`src/rtl/sbh_pkg.sv`:
```
package sbh_pkg;

  // Decoded request; value is {~drain_req_n, ~hold_req_n}
  typedef enum logic [1:0] {
    CMD_NONE = 2'b00,
    CMD_RSVD = 2'b01,
    CMD_PCI  = 2'b10,
    CMD_FULL = 2'b11
  } sbh_cmd_e;

  typedef enum logic [1:0] {
    ST_IDLE  = 2'b00,
    ST_FLUSH = 2'b01,
    ST_ACK   = 2'b10
  } sbh_state_e;

  function automatic sbh_cmd_e decode_code(input logic drain_n, input logic hold_n);
    return sbh_cmd_e'({~drain_n, ~hold_n});
  endfunction

  function automatic logic is_flush_cmd(input sbh_cmd_e c);
    return (c == CMD_PCI) || (c == CMD_FULL);
  endfunction

  function automatic logic flush_done(input sbh_cmd_e c, input logic pci_e,
                                      input logic all_e, input logic ioq_e);
    case (c)
      CMD_PCI:  return pci_e;
      CMD_FULL: return pci_e & all_e & ioq_e;
      default:  return 1'b0;
    endcase
  endfunction

endpackage

```
`src/rtl/sbh_sync.sv`:
```
module sbh_sync #(
  parameter int WIDTH  = 2,
  parameter int STAGES = 2,
  parameter logic [WIDTH-1:0] RESET_VAL = '1
) (
  input  logic             clk,
  input  logic             rst_n,
  input  logic [WIDTH-1:0] d,
  output logic [WIDTH-1:0] q
);
  localparam int LAST = STAGES - 1;

  logic [WIDTH-1:0] chain [STAGES];

  always_ff @(posedge clk or negedge rst_n) begin
    if (!rst_n) begin
      for (int i = 0; i < STAGES; i++) chain[i] <= RESET_VAL;
    end else begin
      chain[0] <= d;
      for (int i = 1; i < STAGES; i++) chain[i] <= chain[i-1];
    end
  end

  assign q = chain[LAST];
endmodule

```
`src/rtl/sbh_decode.sv`:
```
module sbh_decode
  import sbh_pkg::*;
(
  input  logic     drain_n_s,
  input  logic     hold_n_s,
  output sbh_cmd_e cmd,
  output logic     cmd_active,
  output logic     cmd_rsvd
);
  always_comb begin
    cmd        = decode_code(drain_n_s, hold_n_s);
    cmd_active = is_flush_cmd(cmd);
    cmd_rsvd   = (cmd == CMD_RSVD);
  end
endmodule

```
`src/rtl/sbh_ctrl.sv`:
```
module sbh_ctrl
  import sbh_pkg::*;
(
  input  logic     clk,
  input  logic     rst_n,
  input  sbh_cmd_e cmd,
  input  logic     cmd_active,
  input  logic     cmd_rsvd,
  input  logic     pci_wbuf_empty,
  input  logic     all_bufs_empty,
  input  logic     ioq_empty,
  output logic     pci_drain_req,
  output logic     full_drain_req,
  output logic     host_bus_hold,
  output logic     post_en,
  output logic     ack_n,
  output logic     rsvd_err
);
  sbh_state_e state_q, state_d;
  sbh_cmd_e   held_q, held_d;
  logic       rsvd_q;

  // Named internal events
  logic done_w;     // required drain finished for the held request
  logic changed_w;  // synchronised code differs from the held request
  logic restart_w;  // changed to another flush request
  logic drop_w;     // changed to none or reserved

  assign done_w    = flush_done(held_q, pci_wbuf_empty, all_bufs_empty, ioq_empty);
  assign changed_w = (cmd != held_q);
  assign restart_w = changed_w && cmd_active;
  assign drop_w    = changed_w && !cmd_active;

  always_comb begin
    state_d = state_q;
    held_d  = held_q;
    unique case (state_q)
      ST_IDLE: begin
        if (cmd_active) begin
          state_d = ST_FLUSH;
          held_d  = cmd;
        end
      end
      ST_FLUSH: begin
        if (restart_w) begin
          held_d = cmd;
        end else if (drop_w) begin
          state_d = ST_IDLE;
          held_d  = CMD_NONE;
        end else if (done_w) begin
          state_d = ST_ACK;
        end
      end
      ST_ACK: begin
        if (restart_w) begin
          state_d = ST_FLUSH;
          held_d  = cmd;
        end else if (drop_w) begin
          state_d = ST_IDLE;
          held_d  = CMD_NONE;
        end
      end
      default: begin
        state_d = ST_IDLE;
        held_d  = CMD_NONE;
      end
    endcase
  end

  always_ff @(posedge clk or negedge rst_n) begin
    if (!rst_n) begin
      state_q <= ST_IDLE;
      held_q  <= CMD_NONE;
      rsvd_q  <= 1'b0;
    end else begin
      state_q <= state_d;
      held_q  <= held_d;
      rsvd_q  <= cmd_rsvd;
    end
  end

  assign pci_drain_req  = (state_q == ST_FLUSH);
  assign full_drain_req = (state_q == ST_FLUSH) && (held_q == CMD_FULL);
  assign host_bus_hold  = (state_q != ST_IDLE) && (held_q == CMD_FULL);
  assign post_en        = (state_q == ST_IDLE);
  assign ack_n          = (state_q != ST_ACK);
  assign rsvd_err       = rsvd_q;


  ack_after_pci_empty_chk: assert property (@(posedge clk) disable iff (!rst_n)
    $fell(ack_n) |-> $past(pci_wbuf_empty));


  ack_after_full_empty_chk: assert property (@(posedge clk) disable iff (!rst_n)
    ($fell(ack_n) && host_bus_hold) |-> ($past(all_bufs_empty) && $past(ioq_empty)));


  no_post_while_drain_chk: assert property (@(posedge clk) disable iff (!rst_n)
    (pci_drain_req || !ack_n) |-> !post_en);


  hold_only_in_full_chk: assert property (@(posedge clk) disable iff (!rst_n)
    full_drain_req |-> (host_bus_hold && pci_drain_req));


  rsvd_no_start_chk: assert property (@(posedge clk) disable iff (!rst_n)
    (post_en && cmd_rsvd) |=> post_en);


  ack_release_chk: assert property (@(posedge clk) disable iff (!rst_n)
    (!ack_n && cmd == CMD_NONE) |=> (ack_n && post_en && !host_bus_hold));


  ack_held_chk: assert property (@(posedge clk) disable iff (!rst_n)
    (!ack_n && !changed_w) |=> !ack_n);
endmodule

```
`src/rtl/sbh_top.sv`:
```
module sbh_top
  import sbh_pkg::*;
#(
  parameter int SYNC_STAGES = 2
) (
  input  logic clk,
  input  logic rst_n,
  input  logic drain_req_n,
  input  logic hold_req_n,
  input  logic pci_wbuf_empty,
  input  logic all_bufs_empty,
  input  logic ioq_empty,
  output logic pci_drain_req,
  output logic full_drain_req,
  output logic host_bus_hold,
  output logic post_en,
  output logic ack_n,
  output logic rsvd_err
);
  localparam int CODE_W = 2;

  logic [CODE_W-1:0] code_s;
  sbh_cmd_e          cmd;
  logic              cmd_active;
  logic              cmd_rsvd;

  sbh_sync #(.WIDTH(CODE_W), .STAGES(SYNC_STAGES), .RESET_VAL('1)) u_sync (
    .clk   (clk),
    .rst_n (rst_n),
    .d     ({drain_req_n, hold_req_n}),
    .q     (code_s)
  );

  sbh_decode u_decode (
    .drain_n_s  (code_s[1]),
    .hold_n_s   (code_s[0]),
    .cmd        (cmd),
    .cmd_active (cmd_active),
    .cmd_rsvd   (cmd_rsvd)
  );

  sbh_ctrl u_ctrl (
    .clk            (clk),
    .rst_n          (rst_n),
    .cmd            (cmd),
    .cmd_active     (cmd_active),
    .cmd_rsvd       (cmd_rsvd),
    .pci_wbuf_empty (pci_wbuf_empty),
    .all_bufs_empty (all_bufs_empty),
    .ioq_empty      (ioq_empty),
    .pci_drain_req  (pci_drain_req),
    .full_drain_req (full_drain_req),
    .host_bus_hold  (host_bus_hold),
    .post_en        (post_en),
    .ack_n          (ack_n),
    .rsvd_err       (rsvd_err)
  );
endmodule

```
`config.mk`:
```
export PLATFORM = sky130hd
export DESIGN_NAME = sbh_top
export DESIGN_NICKNAME = d
export VERILOG_FILES = /design/src/rtl/sbh_pkg.sv /design/src/rtl/sbh_sync.sv /design/src/rtl/sbh_decode.sv /design/src/rtl/sbh_ctrl.sv /design/src/rtl/sbh_top.sv
export SDC_FILE = /design/constraint.sdc
export NUM_CORES = 1
export LEC_CHECK = 0
export ABC_AREA = 0
export CAP_MARGIN = 20
export CORE_AREA = 2 2 39 41
export CTS_CLUSTER_SIZE = 24
export DETAILED_ROUTE_END_ITERATION = 7
export DIE_AREA = 0 0 41 43
export PLACE_DENSITY = 0.67
export SLEW_MARGIN = 20
export SYNTH_ARGS = -nofsm -noshare
export SYNTH_HDL_FRONTEND = slang
export SYNTH_SLANG_ARGS = --single-unit
```
`constraint.sdc`:
```
create_clock -name clk -period 1.44 [get_ports clk]
set_input_delay 0.144 -clock clk [delete_from_list [all_inputs] [get_ports clk]]
set_output_delay 0.144 -clock clk [all_outputs]
set_load 0.01 [all_outputs]
```
==> flow_metrics.env, run 1 <==
export IMPL_ff2ff_path_depth=4
export IMPL_synth_top_area_cell="dfrtp_1"
export IMPL_die_y_um=43
export IMPL_synth_top_area_share_pct=24.2
export IMPL_peakVddDrop_v=0.000778
export IMPL_p_leak_nw=0.378
export IMPL_antenna_cells=0
export IMPL_finalHoldViolations=0
export IMPL_cts_num_sinks=9
export IMPL_initial_core_util_pct=37.3
export IMPL_required_ns=1.57
export IMPL_synth_warnings=0
export IMPL_clockBufferDepth=2
export IMPL_n_fill_cell=127
export IMPL_cts_root_buffer="clkbuf_4"
export IMPL_grt_pass1_vias=401
export IMPL_fmax_mhz=695
export IMPL_final_cells=90
export IMPL_grt_use_total_pct=13.2
export IMPL_seqCellArea_um2=231
export IMPL_syn_area_per_cell_um2=11.2
export IMPL_drtAntennaViolNets=0
export IMPL_core_area_mm2=0.00138
export IMPL_antenna_found_initial=0
export IMPL_ys_top_cells_by_area="dfrtp_1, dfstp_2, ha_1"
export IMPL_avgViaCountPerCell=4.70
export IMPL_p_clk_share_pct=13.2
export IMPL_drt_total_wl_um=1090
export IMPL_cts_made_buffers=3
export IMPL_synth_seq_area_share_pct=44.6
export IMPL_p_sw_w=0.000497
export IMPL_grt_max_degree=10
export IMPL_drive_gt1_share_pct=52.7
export IMPL_h_tree_depth=1
export IMPL_pin_count=13
export IMPL_finalCritPeriodShare_pct=100
export IMPL_rsz0062_at_grt="true"
export IMPL_areaGrowthSynthToFinish_pct=61.0
export IMPL_place_gp_congestion=0.703
export IMPL_drc=0
export IMPL_end_kind="register"
export IMPL_tns_ns=0
export IMPL_avgRoutedWirePerCell_um=12.1
export IMPL_io_buffers=12
export IMPL_drt_pre_antenna_iters=2
export IMPL_die_area_mm2=0.00176
export IMPL_min_period_ns=1.44
export IMPL_power_density_mw_per_mm2=1650
export IMPL_drt_initial_drc_count=2
export IMPL_min_path_type="input port to asynchronous set/reset pin"
export IMPL_finalPower_w=0.00137
export IMPL_timing_rr_end="u_ctrl.state_q[0]$_DFFE_PN0P_"
export IMPL_nets=86
export IMPL_slew_headroom_pct=74.6
export IMPL_p_comb_share_pct=57.7
export IMPL_holdBufCountCts=0
export IMPL_swShare_pct=36.3
export IMPL_r2r_start="u_sync.q[0]$_DFF_PN1_"
export IMPL_gr_total_overflow=0
export IMPL_grt_pass1_wl_um=1550
export IMPL_cp_arrival_ns=1.57
export IMPL_drv_cap=0
export IMPL_p_int_w=0.000874
export IMPL_synth_area_um2=517
export IMPL_worstMarginPinSlew_ns=0.380
export IMPL_r2r_setup_slack_ns=0.0006
export IMPL_syn_num_nets=57
export IMPL_insertion_delay_ns=0.25
export IMPL_drv_slew=0
export IMPL_rows=14
export IMPL_dieWidth_um=41
export IMPL_cp_max_fo=4
export IMPL_ys_ff_latch=9
export IMPL_synth_cell_types=23
export IMPL_status="finished clean"
export IMPL_num_vias=423
export IMPL_place_hpwl_um=772
export IMPL_clk_pin_slew_ns=0.06
export IMPL_critical_path_class="register to register"
export IMPL_syn_inst=46
export IMPL_p_seq_share_pct=29.1
export IMPL_start_kind="register"
export IMPL_cts_tree="done"
export IMPL_setup_violations=0
export IMPL_multiInputGateArea_um2=343
export IMPL_dp_cells=82
export IMPL_clock_skew_ns=0.00237
## area by class of cell
type,count,share of cell area [%]
multi-input combinational,33,41.2
sequential,9,27.8
timing repair buffer,24,23.6
clock buffer,4,3.16
tap,16,2.41
inverter,4,1.80
## power groups by stage
stage                     sequential [W]  clock, W  combinational (W)
after CTS                       0.000387  0.000195           0.000647
after global routing            0.000409  0.000208           0.000862
after global placement          0.000380         0           0.000631
after floorplan                 0.000370         0           0.000374
final                           0.000399  0.000181           0.000791
after detailed placement        0.000382         0           0.000633
## how the worst max path moves through the flow
stage	startpoint	endpoint	slack, ns	depth (start not counted)
detailed placement	u_ctrl.state_q[1]$_DFFE_PN0P_	full_drain_req	-0.06	4
global route	u_sync.q[0]$_DFF_PN1_	u_ctrl.state_q[1]$_DFFE_PN0P_	-0.09	4
finish	u_sync.q[0]$_DFF_PN1_	u_ctrl.state_q[0]$_DFFE_PN0P_	0.0006	4
global placement	u_ctrl.state_q[1]$_DFFE_PN0P_	full_drain_req	-0.05	4
floorplan	u_ctrl.state_q[0]$_DFFE_PN0P_	u_ctrl.state_q[0]$_DFFE_PN0P_	0.03	5
CTS	u_ctrl.state_q[1]$_DFFE_PN0P_	pci_drain_req	-0.27	4
## cell usage in the layout (no fill, tap or decap), drive strengths merged, types with 2 or more instances in the layout
master         netlist  layout
and3                 2       2
ha                   4       4
a32o                 2       2
clkbuf               0       7
buf                  0      12
dfrtp                5       5
nor2b                2       2
nand2                7       7
inv                  4       4
clkdlybuf4s50        0       7
dfstp                4       4
xor2                 2       2
nor2                 2       2
## cell usage after synthesis, drive strengths merged
library cell,number
o221ai,1
nor2,2
dfstp,4
nor2b,2
a21oi,1
nand3,1
dfrtp,5
xor2,2
and3,2
ha,4
o32ai,1
o21a,1
and4bb,1
a21o,1
inv,4
and2b,1
nand2,7
o21ba,1
a31oi,1
a32o,2
a21boi,1
a22o,1
## logic make-up after synthesis
logic type,Yosys count,synth area share (%)
XOR/XNOR,2,6.30
buffers and inverters,4,2.90
flip-flops,9,44.6
AND/OR/NAND/NOR,16,16.2
adder cells (fa/ha/maj),4,9.69
AO/OA/AOI/OAI,11,20.3
## worst max-delay path, stage by stage (launching register included)
cell	delay (ns)
dfstp_2	0.58
xor2_4	0.19
and4bb_2	0.31
o21ba_4	0.16
o221ai_2	0.09
## layer usage
layer  global-route usage, %  part of all wire [%]  up-vias
li1                        -                     -      217
met1                    15.1                    41      193
met2                    20.3                    53       13
met3                    4.19                   5.7        0
met4                    8.00                     0        0
met5                       0                     0        -
## per-stage QoR
step / hold WS, ns / instance area [um^2] / utilization, % / setup WS (ns)
2_1_floorplan: -0.152 / 517 / - / 0.0277
3_3_place_gp: 0.347 / 717 / 51.8 / -0.0499
3_5_place_dp: 0.348 / 717 / 51.8 / -0.0575
4_1_cts: 0.176 / 759 / 54.9 / -0.268
5_1_grt: 0.205 / 832 / 60.1 / -0.0940
6_report: 0.178 / 832 / 60.1 / 0.000572
## state kept, by name (all words and copies together), names as in the netlist
register and count:
u_ctrl.held_q 2, u_ctrl.rsvd_err 1, u_ctrl.state_q 2, u_sync.chain 2
u_sync.q 2
## repair_timing
action	CTS	global route
setup endpoints to repair	7	9
buffers inserted	0	4
resized for setup	9	18
pin swaps	2	3
(Power assumes the default switching activity.)
==> run 2, diff against run 1 <==
- GPL_TIMING_DRIVEN: default -> 0
==> run 2 against run 1 <==
Compared with the run above:
- first-iteration DRC count increased to 4.5 times the previous value
- final cell count decreased by 2.2%
- the flow now finishes with violations (negative setup slack)
- critical path type unchanged
- global-route usage increased by 0.95 points
==> flow_metrics.env, run 2 (synthesis gave the netlist of run 1 again) <==
export IMPL_cts_tree="done"
export IMPL_cts_root_buffer="clkbuf_4"
export IMPL_cts_num_sinks=9
export IMPL_critical_path_class="register to register"
export IMPL_h_tree_depth=1
export IMPL_slew_headroom_pct=75.6
export IMPL_pin_count=13
export IMPL_antenna_found_initial=0
export IMPL_timing_rr_end="u_ctrl.state_q[1]$_DFFE_PN0P_"
export IMPL_drive_gt1_share_pct=50.0
export IMPL_min_period_ns=1.46
export IMPL_core_area_mm2=0.00138
export IMPL_power_density_mw_per_mm2=1620
export IMPL_insertion_delay_ns=0.25
export IMPL_avgViaCountPerCell=4.85
export IMPL_p_leak_nw=0.360
export IMPL_end_kind="register"
export IMPL_avgRoutedWirePerCell_um=11.8
export IMPL_peakVddDrop_v=0.000812
export IMPL_p_sw_w=0.000473
export IMPL_drv_cap=0
export IMPL_finalPower_w=0.00129
export IMPL_place_gp_congestion=0.714
export IMPL_dieWidth_um=41
export IMPL_r2r_start="u_sync.q[0]$_DFF_PN1_"
export IMPL_start_kind="register"
export IMPL_drt_pre_antenna_iters=4
export IMPL_setup_violations=2
export IMPL_final_cell_mix="buf_4, clkdlybuf4s50_1, nand2_1"
export IMPL_cts_made_buffers=3
export IMPL_holdBufCountCts=0
export IMPL_fmax_mhz=685
export IMPL_ff2ff_path_depth=4
export IMPL_r2r_setup_slack_ns=-0.02
export IMPL_cp_arrival_ns=1.61
export IMPL_drt_total_wl_um=1030
export IMPL_drc=0
export IMPL_grt_pass1_vias=411
export IMPL_die_area_mm2=0.00176
export IMPL_drtAntennaViolNets=0
export IMPL_final_cells=88
export IMPL_required_ns=1.59
export IMPL_final_common_cell="buf_4"
export IMPL_worstMarginPinSlew_ns=0.365
export IMPL_drv_slew=0
export IMPL_areaGrowthSynthToFinish_pct=54.5
export IMPL_grt_max_degree=10
export IMPL_grt_pass1_wl_um=1640
export IMPL_clock_skew_ns=0.00227
export IMPL_p_int_w=0.000818
export IMPL_io_buffers=12
export IMPL_swShare_pct=36.6
export IMPL_finalHoldViolations=0
export IMPL_min_path_type="input port to asynchronous set/reset pin"
export IMPL_antenna_cells=0
export IMPL_drt_initial_drc_count=9
export IMPL_initial_core_util_pct=37.3
export IMPL_rows=14
export IMPL_gr_total_overflow=0
export IMPL_rsz0062_at_grt="true"
export IMPL_die_y_um=43
export IMPL_dp_cells=74
export IMPL_grt_use_total_pct=14.2
export IMPL_num_vias=427
export IMPL_p_seq_share_pct=30.3
export IMPL_finalCritPeriodShare_pct=101
export IMPL_clk_pin_slew_ns=0.05
export IMPL_violations="negative setup slack"
export IMPL_setup_ws_ns=-0.0192
export IMPL_p_clk_share_pct=13.8
export IMPL_clockBufferDepth=2
export IMPL_hold_slack_ns=0.175
export IMPL_cp_max_fo=5
export IMPL_p_comb_share_pct=55.9
export IMPL_status="finished, violations left"
export IMPL_nets=84
==> run 2: metrics by stage <==
step / TNS, ns / worst slack [ns] / area [um^2] / utilization (%)
3_3_place_gp: -0.299 / -0.0920 / 657 / 47.5
3_5_place_dp: -0.386 / -0.117 / 657 / 47.5
6_report: -0.0299 / -0.0192 / 798 / 57.7
5_1_grt: -0.173 / -0.0861 / 798 / 57.7
2_1_floorplan: 0 / 0.0277 / 517 / -
4_1_cts: -0.0722 / -0.0296 / 785 / 56.7
==> run 2: worst max-delay path: stages (launching register included) <==
cell	delay, ns
dfstp_2	0.57
xor2_4	0.19
and4bb_2	0.31
nand2_2	0.07
o32ai_2	0.21
==> run 2: area by class of cell <==
cell class / instances / area [um^2]
Fill cell: 133 / 586
Tap cell: 16 / 20.0
Clock buffer: 4 / 26.3
Multi-Input combinational cell: 33 / 324
Timing Repair Buffer: 22 / 181
Sequential cell: 9 / 231
Inverter: 4 / 15.0
==> run 2: timing repair <==
| action | CTS | global route |
|---|---|---|
| gates resized for setup | 18 | 9 |
| pin swaps | 1 | 3 |
| setup buffers | 9 | 1 |
| endpoints found under the setup margin | 7 | 7 |
==> run 2: layer usage <==
layer  global-route usage (%)  vias up  part of all wire, %  routed length (um)
met2                     22.5       13                   51                 530
met1                     17.6      202                   43                 445
li1                         -      212                    -                   -
met5                        0        -                    0                   0
met4                     8.00        0                    0                   0
met3                     1.57        0                  5.6                  58
==> run 2: worst max path at each step <==
stage | start | end | slack (ns) | cells past startpoint
final | u_sync.q[0]$_DFF_PN1_ | u_ctrl.state_q[1]$_DFFE_PN0P_ | -0.02 | 4
after floorplan | u_ctrl.state_q[0]$_DFFE_PN0P_ | u_ctrl.state_q[0]$_DFFE_PN0P_ | 0.03 | 5
after global routing | u_sync.q[0]$_DFF_PN1_ | u_ctrl.state_q[1]$_DFFE_PN0P_ | -0.09 | 4
after detailed placement | u_ctrl.state_q[1]$_DFFE_PN0P_ | full_drain_req | -0.12 | 4
after global placement | u_ctrl.state_q[1]$_DFFE_PN0P_ | full_drain_req | -0.09 | 4
after CTS | u_sync.q[0]$_DFF_PN1_ | u_ctrl.state_q[1]$_DFFE_PN0P_ | -0.03 | 4
==> run 2: power groups by stage <==
stage	clock network (W)	registers (W)	logic, W
6_report	0.000178	0.000392	0.000722
5_1_grt	0.000199	0.000404	0.000779
4_1_cts	0.000190	0.000386	0.000679
3_5_place_dp	0	0.000386	0.000538
3_3_place_gp	0	0.000384	0.000533
2_1_floorplan	0	0.000370	0.000374
==> run 3, diff against run 2 <==
- CAP_MARGIN: 20 -> default
==> results of run 3 <==
The final DEF is identical to that of run 2; final timing and power are the same.
